### config.mk
export PLATFORM = sky130hd
export DESIGN_NAME = reload_tick_timer
export DESIGN_NICKNAME = d
export VERILOG_FILES = /design/src/rtl/rtt_pkg.sv /design/src/rtl/rtt_counter.sv /design/src/rtl/rtt_flags.sv /design/src/rtl/rtt_regs.sv /design/src/rtl/reload_tick_timer.sv
export SDC_FILE = /design/constraint.sdc
export NUM_CORES = 1
export LEC_CHECK = 0
export BUFFER_PORTS_ARGS = -buffer_cell sky130_fd_sc_hd__buf_4
export CAP_MARGIN = 0
export CORE_MARGIN = 2
export CORE_UTILIZATION = 55
export DETAILED_ROUTE_END_ITERATION = 16
export HOLD_SLACK_MARGIN = 0.15
export PLACE_DENSITY = 0.76
export SYNTH_ARGS = -nofsm -noshare
export SYNTH_HDL_FRONTEND = slang
export SYNTH_SLANG_ARGS = --single-unit
### constraint.sdc
create_clock -name clk -period 3.2 [get_ports clk]
set_clock_uncertainty 0.2 [all_clocks]
set_input_delay 0.16 -clock clk [delete_from_list [all_inputs] [get_ports clk]]
set_output_delay 0.16 -clock clk [all_outputs]
set_load 0.01 [all_outputs]
### src/rtl/rtt_pkg.sv
package rtt_pkg;

    localparam int DATA_W    = 8;
    localparam int SEL_W     = 2;
    localparam int ADDR_W    = 3;
    localparam int NUM_TICKS = (1 << SEL_W) - 1;

    typedef enum logic [ADDR_W-1:0] {
        A_CTRL   = 3'd0,
        A_RLD_LO = 3'd1,
        A_RLD_HI = 3'd2,
        A_CMP_LO = 3'd3,
        A_CMP_HI = 3'd4,
        A_CNT_LO = 3'd5,
        A_CNT_HI = 3'd6,
        A_CMPST  = 3'd7
    } reg_addr_e;

    typedef enum logic [1:0] {
        PM_RUN   = 2'd0,
        PM_WAIT  = 2'd1,
        PM_AHALT = 2'd2,
        PM_HALT  = 2'd3
    } pwr_mode_e;

    typedef struct packed {
        logic [SEL_W-1:0] clk_sel;
        logic             ovf_ie;
        logic             cmp_ie;
    } ctrl_t;

    localparam logic [SEL_W-1:0] SEL_STOP       = '0;
    localparam logic [SEL_W-1:0] SEL_AHALT_WAKE = SEL_W'(1);

    function automatic logic [DATA_W-1:0] pack_status(input ctrl_t c, input logic ovf);
        return {{(DATA_W-SEL_W-3){1'b0}}, c.clk_sel, ovf, c.ovf_ie, c.cmp_ie};
    endfunction

    function automatic ctrl_t unpack_ctrl(input logic [DATA_W-1:0] d);
        ctrl_t c;
        c.clk_sel = d[SEL_W+2:3];
        c.ovf_ie  = d[1];
        c.cmp_ie  = d[0];
        return c;
    endfunction

endpackage

### src/rtl/rtt_counter.sv
module rtt_counter
    import rtt_pkg::*;
#(
    parameter int CNT_W = 12
) (
    input  logic                 clk,
    input  logic                 rst,
    input  logic [SEL_W-1:0]     clk_sel,
    input  logic [NUM_TICKS-1:0] tick_in,
    input  logic [CNT_W-1:0]     reload,
    input  logic [CNT_W-1:0]     cmp_val,
    output logic [CNT_W-1:0]     cnt,
    output logic                 step,
    output logic                 ovf_ev,
    output logic                 cmp_ev
);

    logic [NUM_TICKS:0] tick_vec;
    logic [CNT_W-1:0]   cnt_nxt;

    assign tick_vec[0] = 1'b0;
    for (genvar g = 1; g <= NUM_TICKS; g++) begin : g_tick
        assign tick_vec[g] = tick_in[g-1];
    end

    assign step    = tick_vec[clk_sel];
    assign ovf_ev  = step && (cnt == '1);
    assign cnt_nxt = ovf_ev ? reload : cnt + 1'b1;
    assign cmp_ev  = step && (cnt_nxt == cmp_val);

    always_ff @(posedge clk) begin
        if (rst)       cnt <= '0;
        else if (step) cnt <= cnt_nxt;
    end


    reload_load_chk: assert property (@(posedge clk) disable iff (rst)
        ovf_ev |=> cnt == $past(reload));


    stop_hold_chk: assert property (@(posedge clk) disable iff (rst)
        (clk_sel == SEL_STOP) |=> $stable(cnt));


    step_incr_chk: assert property (@(posedge clk) disable iff (rst)
        (step && !ovf_ev) |=> cnt == CNT_W'($past(cnt) + 1'b1));

endmodule

### src/rtl/rtt_flags.sv
module rtt_flags
    import rtt_pkg::*;
(
    input  logic      clk,
    input  logic      rst,
    input  logic      step,
    input  logic      ovf_ev,
    input  logic      cmp_ev,
    input  logic      rd_ctrl,
    input  logic      rd_cmpst,
    input  ctrl_t     ctrl,
    input  pwr_mode_e mode,
    output logic      ovf_flag,
    output logic      cmp_flag,
    output logic      ovf_irq,
    output logic      cmp_irq,
    output logic      wake_req
);

    logic clr_pend;

    always_ff @(posedge clk) begin
        if (rst) begin
            ovf_flag <= 1'b0;
            clr_pend <= 1'b0;
        end else if (ovf_ev) begin
            ovf_flag <= 1'b1;
            clr_pend <= 1'b0;
        end else if (clr_pend && step) begin
            ovf_flag <= 1'b0;
            clr_pend <= 1'b0;
        end else if (rd_ctrl && ovf_flag) begin
            clr_pend <= 1'b1;
        end
    end

    always_ff @(posedge clk) begin
        if (rst)           cmp_flag <= 1'b0;
        else if (cmp_ev)   cmp_flag <= 1'b1;
        else if (rd_cmpst) cmp_flag <= 1'b0;
    end

    assign ovf_irq = ovf_flag && ctrl.ovf_ie;
    assign cmp_irq = cmp_flag && ctrl.cmp_ie;

    always_comb begin
        unique case (mode)
            PM_WAIT:  wake_req = ovf_irq || cmp_irq;
            PM_AHALT: wake_req = ovf_irq && (ctrl.clk_sel == SEL_AHALT_WAKE);
            default:  wake_req = 1'b0;
        endcase
    end


    ovf_win_chk: assert property (@(posedge clk) disable iff (rst)
        ovf_ev |=> ovf_flag);


    ovf_hold_chk: assert property (@(posedge clk) disable iff (rst)
        (rd_ctrl && ovf_flag && !step) |=> ovf_flag);


    ovf_drop_chk: assert property (@(posedge clk) disable iff (rst)
        (clr_pend && step && !ovf_ev) |=> !ovf_flag);


    cmp_set_chk: assert property (@(posedge clk) disable iff (rst)
        cmp_ev |=> cmp_flag);


    halt_quiet_chk: assert property (@(posedge clk) disable iff (rst)
        (mode == PM_HALT || mode == PM_RUN) |-> !wake_req);

endmodule

### src/rtl/rtt_regs.sv
module rtt_regs
    import rtt_pkg::*;
#(
    parameter int CNT_W = 12
) (
    input  logic              clk,
    input  logic              rst,
    input  logic              bus_sel,
    input  logic              bus_we,
    input  logic [ADDR_W-1:0] bus_addr,
    input  logic [DATA_W-1:0] bus_wdata,
    input  logic              ovf_flag,
    input  logic              cmp_flag,
    input  logic [CNT_W-1:0]  cnt,
    output ctrl_t             ctrl,
    output logic [CNT_W-1:0]  reload,
    output logic [CNT_W-1:0]  cmp_val,
    output logic              rd_ctrl,
    output logic              rd_cmpst,
    output logic [DATA_W-1:0] bus_rdata
);

    localparam int HI_W  = CNT_W - DATA_W;
    localparam int PAD_W = 2*DATA_W - CNT_W;

    reg_addr_e         addr;
    logic              wr, rd;
    logic [2*DATA_W-1:0] rld_x, cmp_x, cnt_x;

    assign addr     = reg_addr_e'(bus_addr);
    assign wr       = bus_sel && bus_we;
    assign rd       = bus_sel && !bus_we;
    assign rd_ctrl  = rd && (addr == A_CTRL);
    assign rd_cmpst = rd && (addr == A_CMPST);

    always_ff @(posedge clk) begin
        if (rst) begin
            ctrl    <= '0;
            reload  <= '0;
            cmp_val <= '0;
        end else if (wr) begin
            case (addr)
                A_CTRL:   ctrl                   <= unpack_ctrl(bus_wdata);
                A_RLD_LO: reload[DATA_W-1:0]     <= bus_wdata;
                A_RLD_HI: reload[CNT_W-1:DATA_W] <= bus_wdata[HI_W-1:0];
                A_CMP_LO: cmp_val[DATA_W-1:0]    <= bus_wdata;
                A_CMP_HI: cmp_val[CNT_W-1:DATA_W] <= bus_wdata[HI_W-1:0];
                default:  ;
            endcase
        end
    end

    assign rld_x = {{PAD_W{1'b0}}, reload};
    assign cmp_x = {{PAD_W{1'b0}}, cmp_val};
    assign cnt_x = {{PAD_W{1'b0}}, cnt};

    always_comb begin
        unique case (addr)
            A_CTRL:   bus_rdata = pack_status(ctrl, ovf_flag);
            A_RLD_LO: bus_rdata = rld_x[DATA_W-1:0];
            A_RLD_HI: bus_rdata = rld_x[2*DATA_W-1:DATA_W];
            A_CMP_LO: bus_rdata = cmp_x[DATA_W-1:0];
            A_CMP_HI: bus_rdata = cmp_x[2*DATA_W-1:DATA_W];
            A_CNT_LO: bus_rdata = cnt_x[DATA_W-1:0];
            A_CNT_HI: bus_rdata = cnt_x[2*DATA_W-1:DATA_W];
            A_CMPST:  bus_rdata = {{(DATA_W-1){1'b0}}, cmp_flag};
            default:  bus_rdata = '0;
        endcase
    end


    rsvd_zero_chk: assert property (@(posedge clk) disable iff (rst)
        rd_ctrl |-> bus_rdata[DATA_W-1:SEL_W+3] == '0);


    cnt_ro_chk: assert property (@(posedge clk) disable iff (rst)
        (wr && addr >= A_CNT_LO) |=> ($stable(reload) && $stable(cmp_val) && $stable(ctrl)));

endmodule

### src/rtl/reload_tick_timer.sv
module reload_tick_timer
    import rtt_pkg::*;
#(
    parameter int CNT_W = 12
) (
    input  logic                 clk,
    input  logic                 rst,
    input  logic [NUM_TICKS-1:0] tick_in,
    input  logic [1:0]           pwr_mode,
    input  logic                 bus_sel,
    input  logic                 bus_we,
    input  logic [ADDR_W-1:0]    bus_addr,
    input  logic [DATA_W-1:0]    bus_wdata,
    output logic [DATA_W-1:0]    bus_rdata,
    output logic                 ovf_irq,
    output logic                 cmp_irq,
    output logic                 wake_req
);

    ctrl_t            ctrl;
    logic [CNT_W-1:0] reload, cmp_val, cnt;
    logic             step, ovf_ev, cmp_ev;
    logic             rd_ctrl, rd_cmpst;
    logic             ovf_flag, cmp_flag;

    rtt_regs #(.CNT_W(CNT_W)) u_regs (
        .clk(clk), .rst(rst),
        .bus_sel(bus_sel), .bus_we(bus_we), .bus_addr(bus_addr), .bus_wdata(bus_wdata),
        .ovf_flag(ovf_flag), .cmp_flag(cmp_flag), .cnt(cnt),
        .ctrl(ctrl), .reload(reload), .cmp_val(cmp_val),
        .rd_ctrl(rd_ctrl), .rd_cmpst(rd_cmpst), .bus_rdata(bus_rdata)
    );

    rtt_counter #(.CNT_W(CNT_W)) u_cnt (
        .clk(clk), .rst(rst),
        .clk_sel(ctrl.clk_sel), .tick_in(tick_in),
        .reload(reload), .cmp_val(cmp_val),
        .cnt(cnt), .step(step), .ovf_ev(ovf_ev), .cmp_ev(cmp_ev)
    );

    rtt_flags u_flags (
        .clk(clk), .rst(rst),
        .step(step), .ovf_ev(ovf_ev), .cmp_ev(cmp_ev),
        .rd_ctrl(rd_ctrl), .rd_cmpst(rd_cmpst),
        .ctrl(ctrl), .mode(pwr_mode_e'(pwr_mode)),
        .ovf_flag(ovf_flag), .cmp_flag(cmp_flag),
        .ovf_irq(ovf_irq), .cmp_irq(cmp_irq), .wake_req(wake_req)
    );

endmodule

=== Word level (Yosys, flattened, before mapping) ===
Index checks and enable logic that the tools add are counted.

* Register bits: 43
* Input bits: 20
* Logic and storage cells: 56

* Equal/unequal tests: 12
* Order comparisons: 1
* Add/sub/neg operators: 1
* Muxes and demuxes: 9
* Reductions and logical operators: 22

{| class="wikitable"
|+ Operators by type and width
! cell !! number
|-
| $pmux W8 S8 || 1
|-
| $add A12 B1 Y12 const B || 1
|-
| $eq A12 B12 Y1 || 1
|-
| $eq A12 B12 Y1 const B || 1
|-
| $eq A3 B3 Y1 const B || 4
|-
| $mux W12 || 1
|-
| $logic_and A1 B1 Y1 || 11
|-
| $reduce_and A2 Y1 || 5
|-
| $eq A3 B2 Y1 const B || 2
|-
| $mux W1 || 5
|-
| $eq A2 B1 Y1 const B || 2
|-
| $reduce_bool A2 Y1 || 2
|-
| $eq A3 B1 Y1 const B || 1
|-
| $logic_not A3 Y1 || 1
|-
| $lt A2 B3 Y1 const B || 1
|-
| $reduce_or A3 Y1 || 1
|-
| $bmux W1 S2 || 1
|-
| $eq A2 B2 Y1 const B || 1
|-
| $pmux W1 S2 || 1
|-
| $logic_not A1 Y1 || 1
|-
| $logic_or A1 B1 Y1 || 1
|}

=== Depth between registers and ports, before layout ===
* Word-level depth: 7
* Depth in mapped cells: 11
* Mapped depth without buffers: 8

=== Modules after synthesis ===
Synthesis repeated with hierarchy kept, for this count alone.

* Cells, all modules: 344
* Area, all modules: 2770.2 sq um

{| class="wikitable"
|+ By module, submodules not included
! module !! area an instance (sq um) !! times used !! sequential area each (sq um) !! cells each
|-
| rtt_regs || 1458.9 || 1 || 560.5 || 174
|-
| rtt_counter || 1108.6 || 1 || 240.2 || 148
|-
| rtt_flags || 202.7 || 1 || 60.1 || 22
|}

=== Worst setup path before layout ===
Ideal clock, no wire load.

* Path type: reg-to-reg
* Start point: register u_cnt.cnt[0]
* End point: register u_flags.cmp_flag
* Data required time: 2941 ps
* Setup slack: 760 ps
* Data arrival time: 2182 ps
* Stages on the path, launching flop included: 8
* Buffers on the path: 0
* Cells stage by stage: dfxtp_1 -> ha_1 -> nand3_1 -> a211oi_2 -> mux2_2 -> mux2_2 -> a2111oi_2 -> a31o_1

* Longest elaborated chain between the ends: 6
* Elaborated cells between the ends (all ways): 8
* Those cells by class: add/sub (1); eq/ne (2); mux (2); reduce/logical (3)

{| class="wikitable"
|+ Ends and longest elaborated chain
! item !! RTL line !! RTL
|-
| from (decl) || rtt_counter.sv:12 || <nowiki>output logic [CNT_W-1:0] cnt,</nowiki>
|-
| from (signal assigned) || rtt_counter.sv:33 || <nowiki>else if (step) cnt <= cnt_nxt;</nowiki>
|-
| branches (longest 2 deep; another with $add A12 B1 Y12) || n/a ||
|-
| $mux W12 * || rtt_counter.sv:28 || <nowiki>assign cnt_nxt = ovf_ev ? reload : cnt + 1'b1;</nowiki>
|-
| $eq A12 B12 Y1 * || rtt_counter.sv:29 || <nowiki>assign cmp_ev = step && (cnt_nxt == cmp_val);</nowiki>
|-
| $logic_and A1 B1 Y1 * || rtt_counter.sv:29 ||
|-
| $mux W1 or $reduce_bool A2 Y1 (tied branches) || n/a ||
|-
| to (signal assigned) || rtt_flags.sv:38 || <nowiki>if (rst) cmp_flag <= 1'b0;</nowiki>
|-
| to (signal assigned) || rtt_flags.sv:39 || <nowiki>else if (cmp_ev) cmp_flag <= 1'b1;</nowiki>
|-
| to (signal assigned) || rtt_flags.sv:40 || <nowiki>else if (rd_cmpst) cmp_flag <= 1'b0;</nowiki>
|-
| to (decl) || rtt_flags.sv:14 || <nowiki>output logic cmp_flag,</nowiki>
|}

Mark *: on every way between the ends.
A chain may end at the register's enable or synchronous reset.

=== Worst setup path after layout ===
Ends and elaborated chain as after synthesis.

==> summary.txt <==
Clock tree
  • Post-CTS Setup Inserts: 0
  • Maximum clock path buffer count: 2
  • Clock sinks: 43
  • CTS Root Buffer Type: clkbuf_8
  • CTS tree: yes
  • Worst-path clk slew: 0.09 ns
  • # H-tree levels: 2
  • Clk_lat worst skew: 0.31 ns
  • Inserted Clock Buffers: 5

Place
  • Port Buf Inserts: 30
  • HPWL Detailed: 5860 um
  • Routability cong.: 1.12

Yosys
  • #FFs+latches synth: 43
  • Count of flip-flops with a built-in enable after synthesis: 0
  • Syn avg cell area: 8.04 um2
  • Synthesis Warnings: 0
  • Post-synth top area share: 31.2%
  • Syn_nets: 366
  • Post-synthesis cell type count: 53
  • Mapped Cells: 343
  • Post-synthesis sequential area ratio: 31.2%
  • Yosys top cell by area: dfxtp_1
  • Top post-synthesis cells by area: dfxtp_1 31%, mux2i_1 14%, nor2_1 8.2%, a21oi_1 4.0%, xnor2_1 3.5%
  • Top FF cell, synth: dfxtp_1
  • Post-synth ARST share: 0%
  • Mapped Area: 0.00276 mm2

STA
  • RSZ-0062 raised after global routing: false
  • Final Hold Fails: 0
  • Slew of the pin with the lowest slew margin: 0.940 ns
  • Setup-failing EPs final: 0
  • Setup_tns: 0 ns
  • Crit share post-route: 87.5%
  • Slew headroom: 37.1%
  • Slew Limit Fails: 0
  • Max Fclk: 357 MHz
  • Final Critical Period: 2.80 ns

Global route
  • Tot GR Track Use: 31.9%
  • Grt ovf: 0
  • Global-route wire length before repair: 13,200 um
  • Initial antenna violation count: 0
  • Largest net degree at the start of global routing: 45
  • Vias in the first global route: 2,603

Pwr
  • Leak: 1.30 nW
  • VDD IR max: 255 uV
  • Pwr Total: 1.10 mW
  • Power density over cell area: 340 mW/mm2

Route
  • Via count: 2,796
  • Final ANT Viol Nets: 0
  • Drt first pass iters: 6
  • Overall routed net length: 8300 um
  • Vias per cell: 6.34
  • Mean routed wirelength per cell: 18.8 um
  • # DRC: 0
  • DRT iter0 DRCs: 385

Worst setup path
  • RR Endpoint: u_flags.cmp_flag
  • Worst setup EP type: flop
  • Critical R2R Launch: u_cnt.cnt[0]
  • Worst setup SP type: flop
  • Critical Path Fanout Max: 12
  • Arr. time, crit path: 2.81 ns
  • Worst R2R Path Depth: 8
  • Worst reg2reg setup slack: 0.40 ns
  • Worst Path Required: 3.21 ns
  • Setup Crit Path Kind: reg -> reg

Worst hold path
  • Worst min path class: reg -> reg
  • Worst hold endpoint: u_cnt.cnt[10]
  • Hold depth: 2
  • Worst Hold Launch: u_regs.reload[10]

Cells and area
  • Layout Nets: 396
  • Number of inserted diodes: 0
  • Proportion of layout cells with a drive suffix above 1: 14.2%
  • Area growth syn-to-layout: 17.0%

Floorplan
  • Core Area: 0.00479 mm2
  • Starting Density: 57.6%
  • Chip Height: 74.8 um
  • Num rows: 25
  • Die area: 0.00560 mm2
  • Die Width: 74.8 um
  • I/O Pins: 31

Status
  • Status: finished clean

Job
  • Max_cap viols: 0
[power breakdown]
group          internal [mW]  total (mW)  switching (mW)
logic                 0.0516       0.114          0.0625
clock network          0.233       0.437           0.205
registers              0.540       0.547         0.00773
[how the worst max path moves through the flow]
stage                 start                to  slack (ns)
3_5_place_dp   u_cnt.cnt[0]  u_flags.cmp_flag        0.47
4_1_cts        u_cnt.cnt[0]  u_flags.cmp_flag        0.45
6_report       u_cnt.cnt[0]  u_flags.cmp_flag        0.40
2_1_floorplan  u_cnt.cnt[0]  u_flags.cmp_flag        0.76
5_1_grt        u_cnt.cnt[0]  u_flags.cmp_flag        0.29
3_3_place_gp   u_cnt.cnt[0]  u_flags.cmp_flag        0.60
[area by class of cell]
class                   count  area (um2)
multi-input cells         269        1760
fillers                   418        1560
flip-flops and latches     43         861
repair buffers             47         385
well taps                  67        83.8
clock buffers               5        68.8
clock inverters             3        43.8
inverters                   7        26.3
[cell usage in the layout (no fill, tap or decap), types with 6 or more instances in the layout]
cell type	count
nand3_1	11
a21oi_1	22
dlygate4sd3_1	13
buf_4	34
dfxtp_1	43
mux2i_1	38
nand2_1	21
nor2b_1	7
nor2_1	60
o21ai_0	8
nor3_1	7
a221oi_1	6
and3_1	6
inv_1	7
xnor2_1	11
[state kept, by name, summed over array words and instances (netlist names)]
name / count
u_cnt.cnt: 12
u_regs.cmp_val: 12
u_regs.reload: 12
u_regs.ctrl: 4
u_flags.clr_pend: 1
u_flags.cmp_flag: 1
u_flags.ovf_flag: 1
[cell families after synthesis]
| logic type | after synthesis | share of synthesized area, % |
|---|---|---|
| AO/OA/AOI/OAI | 70 | 17.7 |
| XOR/XNOR | 16 | 5.08 |
| adder cells (fa/ha/maj) | 3 | 1.36 |
| buffers and inverters | 31 | 5.03 |
| flip-flops | 43 | 31.2 |
| multiplexers | 42 | 15.6 |
| AND/OR/NAND/NOR | 138 | 24.0 |
[metal layers]
metal  track usage (%)  wire length (um)
met2              49.6              3740
met1              41.8              3300
met4              15.9               418
met3              7.10               842
met5                 0                 0
[per-stage QoR]
step	setup slack (ns)	utilization [%]	std cells	area (um2)	hold slack (ns)
after detailed placement	0.474	62.4	420	2990	0.214
after floorplan	0.760	-	343	2760	0.104
after global routing	0.286	67.5	441	3230	0.364
after global placement	0.597	62.4	420	2990	0.204
final	0.401	67.5	441	3230	0.322
after CTS	0.446	67.5	441	3230	0.324
[worst max-delay path, cell delays in order (launching register included)]
cell and delay (ns):
dfxtp_1 0.47, ha_1 0.29, and3_1 0.23, and3_1 0.32, and2_1 0.43, o21ai_0 0.21
xnor2_1 0.15, and4_1 0.19, a31o_1 0.19
[cells in the mapped netlist, types with 3 or more instances]
| library cell | n |
|---|---|
| a21oi_1 | 22 |
| a221oi_1 | 6 |
| a311oi_1 | 4 |
| a31oi_1 | 5 |
| and2_1 | 4 |
| and3_1 | 6 |
| and4_1 | 4 |
| buf_1 | 3 |
| buf_4 | 3 |
| clkbuf_1 | 14 |
| dfxtp_1 | 43 |
| ha_1 | 3 |
| inv_1 | 7 |
| mux2_2 | 3 |
| mux2i_1 | 38 |
| nand2_1 | 21 |
| nand2b_1 | 4 |
| nand3_1 | 11 |
| nand4_1 | 3 |
| nor2_1 | 60 |
| nor2b_1 | 7 |
| nor3_1 | 7 |
| nor3b_1 | 3 |
| o21ai_0 | 8 |
| xnor2_1 | 11 |
| xor2_1 | 5 |
[what timing repair did]
action                                 CTS  global route
resized for setup                        0             0
endpoints found under the hold margin   34             0
hold buffers                            13             0
No activity file was read; power rests on OpenSTA's default activity.
